**src/rtl/scan_seq_pkg.sv**
```systemverilog
// Package: shared widths, config field positions and the group decoder
// for the four-input scan sequencer.
// Assumes: exactly four channels; mode field of CODE_W+1 bits whose upper
// half of code space is reserved.
package scan_seq_pkg;
    localparam int NUM_CH   = 4;
    localparam int CH_W     = $clog2(NUM_CH);
    localparam int MODE_W   = 4;
    localparam int CODE_W   = MODE_W - 1;
    localparam int CFG_W    = MODE_W + 4;
    localparam int EN_LSB   = MODE_W;
    localparam int AC_LSB   = MODE_W + 2;

    typedef logic [CH_W-1:0]   chan_t;
    typedef logic [CODE_W-1:0] code_t;

    typedef struct packed {
        logic  active;
        chan_t lo;
        chan_t hi;
    } group_t;

    // Map a legal mode code onto the bounds of its channel group.
    function automatic group_t decode_group(input code_t code);
        group_t g;
        g.active = 1'b1;
        g.lo     = '0;
        g.hi     = '0;
        if (code[CODE_W-1]) begin
            g.lo = code[CH_W-1:0];
            g.hi = code[CH_W-1:0];
        end else begin
            case (code[CH_W-1:0])
                2'd1:    begin g.lo = 2'd0; g.hi = 2'd3; end
                2'd2:    begin g.lo = 2'd0; g.hi = 2'd1; end
                2'd3:    begin g.lo = 2'd2; g.hi = 2'd3; end
                default: g.active = 1'b0;
            endcase
        end
        return g;
    endfunction
endpackage

```
**src/rtl/scan_cfg_reg.sv**
```systemverilog
// Config register: screens every write for a reserved mode code, holds
// the last legal mode and the pair controls, and keeps the sticky error.
// Assumes: cfg_we is a one-cycle synchronous pulse.
module scan_cfg_reg
    import scan_seq_pkg::*;
(
    input  logic             clk,
    input  logic             rst_n,
    input  logic             cfg_we,
    input  logic [CFG_W-1:0] cfg_wdata,
    output logic             wr_ok,
    output code_t            wr_code,
    output code_t            mode_q,
    output logic [1:0]       pair_en,
    output logic [1:0]       pair_ac,
    output logic             cfg_err
);
    logic wr_bad;

    // Classify the incoming write as legal or reserved.
    always_comb begin
        wr_code = cfg_wdata[CODE_W-1:0];
        wr_ok   = cfg_we && !cfg_wdata[MODE_W-1];
        wr_bad  = cfg_we &&  cfg_wdata[MODE_W-1];
    end

    // Hold the last legal configuration.
    always_ff @(posedge clk) begin
        if (!rst_n) begin
            mode_q  <= '0;
            pair_en <= '0;
            pair_ac <= '0;
        end else if (wr_ok) begin
            mode_q  <= wr_code;
            pair_en <= cfg_wdata[EN_LSB +: 2];
            pair_ac <= cfg_wdata[AC_LSB +: 2];
        end
    end

    // Sticky error: set by a reserved write, cleared by reset only.
    always_ff @(posedge clk) begin
        if (!rst_n)
            cfg_err <= 1'b0;
        else if (wr_bad)
            cfg_err <= 1'b1;
    end
endmodule

```
**src/rtl/scan_chan_walker.sv**
```systemverilog
// Channel walker: on each strobe, selects the next channel of the active
// group, wrapping at its end, and flags the group's first channel.
// Assumes: a legal write forces a restart at the group's first channel;
// a strobe in the same cycle as the write already sees the new group.
module scan_chan_walker
    import scan_seq_pkg::*;
(
    input  logic  clk,
    input  logic  rst_n,
    input  logic  smp_strobe,
    input  logic  wr_ok,
    input  code_t wr_code,
    input  code_t mode_q,
    output chan_t chan_idx,
    output logic  first_of_scan
);
    logic   restart_pend;
    logic   restart;
    code_t  eff_code;
    group_t grp;

    // Pick the mode that applies to this cycle's strobe.
    always_comb begin
        eff_code = wr_ok ? wr_code : mode_q;
        restart  = wr_ok || restart_pend;
        grp      = decode_group(eff_code);
    end

    // Remember that a legal write is waiting for its first strobe.
    always_ff @(posedge clk) begin
        if (!rst_n)
            restart_pend <= 1'b0;
        else if (smp_strobe)
            restart_pend <= 1'b0;
        else if (wr_ok)
            restart_pend <= 1'b1;
    end

    // Step the channel and the first-of-scan flag.
    always_ff @(posedge clk) begin
        if (!rst_n) begin
            chan_idx      <= '0;
            first_of_scan <= 1'b0;
        end else if (smp_strobe && grp.active) begin
            if (restart || chan_idx == grp.hi) begin
                chan_idx      <= grp.lo;
                first_of_scan <= 1'b1;
            end else begin
                chan_idx      <= chan_t'(chan_idx + 1'b1);
                first_of_scan <= 1'b0;
            end
        end else if (wr_ok && !grp.active) begin
            first_of_scan <= 1'b0;
        end
    end
endmodule

```
**src/rtl/scan_sequencer.sv**
```systemverilog
// Top: four-input scan sequencer. Joins the config register and the
// channel walker.
// Assumes: synchronous active-low reset; one-cycle write and strobe pulses.
module scan_sequencer
    import scan_seq_pkg::*;
(
    input  logic             clk,
    input  logic             rst_n,
    input  logic             cfg_we,
    input  logic [CFG_W-1:0] cfg_wdata,
    input  logic             smp_strobe,
    output logic [CH_W-1:0]  chan_idx,
    output logic             first_of_scan,
    output logic [1:0]       pair_en,
    output logic [1:0]       pair_ac,
    output logic             cfg_err
);
    logic  wr_ok;
    code_t wr_code;
    code_t mode_q;

    scan_cfg_reg u_cfg (
        .clk       (clk),
        .rst_n     (rst_n),
        .cfg_we    (cfg_we),
        .cfg_wdata (cfg_wdata),
        .wr_ok     (wr_ok),
        .wr_code   (wr_code),
        .mode_q    (mode_q),
        .pair_en   (pair_en),
        .pair_ac   (pair_ac),
        .cfg_err   (cfg_err)
    );

    scan_chan_walker u_walk (
        .clk           (clk),
        .rst_n         (rst_n),
        .smp_strobe    (smp_strobe),
        .wr_ok         (wr_ok),
        .wr_code       (wr_code),
        .mode_q        (mode_q),
        .chan_idx      (chan_idx),
        .first_of_scan (first_of_scan)
    );
endmodule

```
**config.mk**
```make
export PLATFORM = sky130hd
export DESIGN_NAME = scan_sequencer
export DESIGN_NICKNAME = d
export VERILOG_FILES = /design/src/rtl/scan_seq_pkg.sv /design/src/rtl/scan_cfg_reg.sv /design/src/rtl/scan_chan_walker.sv /design/src/rtl/scan_sequencer.sv
export SDC_FILE = /design/constraint.sdc
export NUM_CORES = 1
export LEC_CHECK = 0
export BUFFER_PORTS_ARGS = -buffer_cell sky130_fd_sc_hd__buf_4
export CAP_MARGIN = 10
export CORE_AREA = 2 2 40 50
export DETAILED_ROUTE_END_ITERATION = 12
export DIE_AREA = 0 0 42 52
export GPL_ROUTABILITY_DRIVEN = 1
export PLACE_DENSITY = 0.7
export SETUP_SLACK_MARGIN = 0.05
export SLEW_MARGIN = 25
export SYNTH_ARGS = -nofsm -noshare
export SYNTH_HDL_FRONTEND = slang
export SYNTH_HIERARCHICAL = 1
export SYNTH_SLANG_ARGS = --single-unit
export TNS_END_PERCENT = 30
```
**constraint.sdc**
```tcl
create_clock -name clk -period 1.8 [get_ports clk]
set_input_delay 0.36 -clock clk [delete_from_list [all_inputs] [get_ports clk]]
set_output_delay 0.36 -clock clk [all_outputs]
set_load 0.05 [all_outputs]
```
==> results.txt <==
status -> finished clean
reg2reg path depth -> 5
average detailed-routed wire length per instance -> 14.0 µm
Post-Synthesis Cells -> 77
n_diodes -> 0
cell area power density -> 698 nW/µm²
kind of launch point of the worst setup path -> input port
average instance area after synthesis -> 9.44 µm²
buffer type at the clock tree root -> sky130_fd_sc_hd__clkbuf_4
largest fanout on the critical path -> 4
Post-Synthesis Net Count -> 89
master of the slowest instance on the critical path -> sky130_fd_sc_hd__mux2_4
final design area excluding fillers -> 1020 µm²
share of the clock period used by the worst path after layout -> 0.975
Pins Over Slew Limit -> 0
Sinks on Clock Net -> 12
Area growth syn-to-layout -> 40.8%
number of nets still failing antenna checks after routing -> 0
IR drop worst, VDD -> 0.625 mV
worst path required time -> 2.03 ns
cell breakdown of the critical path -> buf_4 -> nor2b_4 -> buf_12 -> mux2_4 -> a211oi_2 -> nor3_2 -> nor4_2 -> o31a_1
delay of the slowest cell on the worst path -> 0.33 ns
number of antenna violations at the first check in global routing -> 0
total count of hold-check failures in the final report -> 0
setup repair after global routing missed its margin -> no
count of maximum capacitance violations -> 0
insertion delay of the later-clocked pin in the worst-skew pair -> 0.28 ns
via count -> 679
Peak Freq -> 0.570 GHz
DR iter-0 viols -> 7
Reg clk slew, reported paths -> 0.08 ns
total track usage -> 0.184
CTS H-Tree Depth -> 1
Post-DP Area -> 935 µm²
pin count of the biggest net entering global routing -> 20
worst min-delay path category -> in -> reg
slew at the pin with the worst max-slew slack -> 0.322 ns
floorplan die height -> 52 µm
Max clock buf depth -> 2
Placed Instances -> 116
post-synthesis sequential area ratio -> 0.330
Post-layout nets -> 117
number of cells traversed by the worst hold path -> 3
area enclosed by the die boundary -> 2180 µm²
via count of the first global-routing pass -> 700
count of non-filler cells in the finished layout -> 123
Post-synth EDFFs -> 0
initial standard-cell utilization of the core -> 0.422
post-route clock skew -> 0.00865 ns
arrival time at the worst endpoint -> 1.99 ns
share of cells above drive strength 1 -> 0.510
endpoint with the worst hold slack -> u_cfg/pair_en[1]
total standard cell area after synthesis -> 727 µm²
cells taking the most area after synthesis -> sky130_fd_sc_hd__dfxtp_1 33%, sky130_fd_sc_hd__mux2i_1 14%, sky130_fd_sc_hd__nand2_1 7.7%
Final Routed Wirelength -> 1720 µm
Final Critical Period -> 1.76 ns
Max-slew headroom -> 0.779
Post-DP HPWL -> 1230 µm
number of iterations in the first detailed-routing pass -> 4
Die W -> 42 µm
final setup violation count -> 0
r2r startpoint -> u_walk/chan_idx[1]
Ports -> 20
worst setup path class -> in -> reg
Worst path top cell family by delay -> simple AND/OR/NAND/NOR gates
proportion of synthesized flip-flops having asynchronous set or reset -> 0
register-to-register setup slack -> 0.16 ns
final global-route overflow total -> 0
average via count per standard cell -> 5.52
Rows -> 17
most frequently used flop master after synthesis -> sky130_fd_sc_hd__dfxtp_1
number of unique standard cell types used by synthesis -> 32
end of the worst register-to-register path -> u_walk/chan_idx[0]
first-pass GRT wire length -> 2830 µm
count of input and output buffers -> 19
filler cell count -> 158
CP Buf/Inv Count -> 2
post-route DRC violation count -> 0
post-synth top area share -> 0.330
number of buffers inserted during clock tree synthesis -> 3
cell type with the largest total area after synthesis -> sky130_fd_sc_hd__dfxtp_1
number of flip-flops and latches in the synthesized netlist -> 12
Setup crit end kind -> flip-flop
placeable core area -> 1720 µm²
CTS tree -> yes
weighted congestion at the end of routability-driven global placement -> 0.891
Worst Min Path Start -> cfg_wdata[5]
warnings from Yosys -> 6
leakage dissipation -> 0.439 nW
through the flow:
| stage | hold slack, ns | setup slack [ns] | utilization | power, W | setup TNS (ns) |
|---|---|---|---|---|---|
| global placement | 0.446 | -0.188 | 0.542 | 0.000486 | -0.440 |
| finish | 0.323 | 0.0450 | 0.594 | 0.000714 | 0 |
| detailed placement | 0.455 | -0.240 | 0.542 | 0.000491 | -0.588 |
| floorplan | 0.447 | -0.0855 | - | 0.000434 | -0.130 |
| CTS | 0.332 | 0.0970 | 0.569 | 0.000705 | 0 |
| global route | 0.339 | 0.0192 | 0.594 | 0.000751 | 0 |
worst min-delay path, cell delays in order:
cell	delay, ns
sky130_fd_sc_hd__buf_4	0.11
sky130_fd_sc_hd__nand2_1	0.04
sky130_fd_sc_hd__mux2i_1	0.05
area by class of cell:
cell class / count / area [µm²] / area share
flip-flops and latches: 12 / 241 / 0.236
clock buffers: 4 / 36.3 / 0.0355
well taps: 19 / 23.8 / 0.0232
repair buffers: 28 / 223 / 0.218
multi-input cells: 59 / 495 / 0.484
inverters: 1 / 3.75 / 0.00367
cell usage after synthesis (2+ instances only):
cell	count
sky130_fd_sc_hd__buf_4	3
sky130_fd_sc_hd__nand2_1	15
sky130_fd_sc_hd__mux2i_1	10
sky130_fd_sc_hd__nor4_1	2
sky130_fd_sc_hd__and3_1	2
sky130_fd_sc_hd__nor2_1	2
sky130_fd_sc_hd__nor3_1	3
sky130_fd_sc_hd__dfxtp_1	12
sky130_fd_sc_hd__buf_6	3
sky130_fd_sc_hd__a21oi_1	2
sky130_fd_sc_hd__mux2_4	2
metal layers:
layer	share of wire	global-route usage	up-vias
met4	0.064	0.247	0
met3	0.052	0.0417	11
met1	0.38	0.166	318
met2	0.50	0.299	24
li1	-	-	326
met5	0	0	-
registers in the layout (all words and copies together) (netlist names):
register              count
u_cfg/cfg_err             1
u_cfg/mode_q              3
u_cfg/pair_ac             2
u_cfg/pair_en             2
u_walk/chan_idx           2
u_walk/first_of_scan      1
u_walk/restart_pend       1
power by group:
part	switching, W	internal, W	leakage [nW]
clock network	0.0000934	0.000123	0.0210
logic	0.000113	0.0000962	0.319
registers	0.00000877	0.000280	0.0986
total	0.000215	0.000500	0.439
kinds of logic (layout without fill, tap and decap cells):
logic type	count (synthesis)	in the layout	synth area share
multiplexers	13	13	0.198
flip-flops	12	12	0.330
AO/OA/AOI/OAI	12	12	0.126
AND/OR/NAND/NOR	33	34	0.263
buffers and inverters	7	33	0.0826
placed cells by master (no fill, tap or decap), types with 2 or more instances in the layout:
master	netlist	layout
sky130_fd_sc_hd__a21oi_1	2	2
sky130_fd_sc_hd__and3_1	2	2
sky130_fd_sc_hd__clkbuf_4	0	3
sky130_fd_sc_hd__mux2_4	2	2
sky130_fd_sc_hd__mux2i_1	10	9
sky130_fd_sc_hd__nor2_1	2	2
sky130_fd_sc_hd__nand2_1	15	15
sky130_fd_sc_hd__nor3_4	0	2
sky130_fd_sc_hd__buf_4	3	27
sky130_fd_sc_hd__dfxtp_1	12	11
timing repair:
action	CTS	global route
endpoints found under the setup margin	1	1
gates resized for setup	0	3
hold buffers	0	0
gates cloned	1	0
endpoints found under the hold margin	0	0
pin swaps	0	1
setup buffers	0	2
how the worst max path moves through the flow:
| stage | endpoint | startpoint | depth (start not counted) |
|---|---|---|---|
| finish | u_walk/chan_idx[0] | cfg_wdata[3] | 8 |
| global route | u_walk/chan_idx[0] | cfg_wdata[3] | 8 |
| CTS | u_walk/chan_idx[0] | cfg_wdata[3] | 7 |
| detailed placement | u_walk/chan_idx[0] | cfg_wdata[3] | 7 |
| global placement | u_walk/chan_idx[0] | cfg_wdata[3] | 7 |
| floorplan | u_walk/chan_idx[0] | cfg_we | 8 |
(Power assumes the default switching activity.)
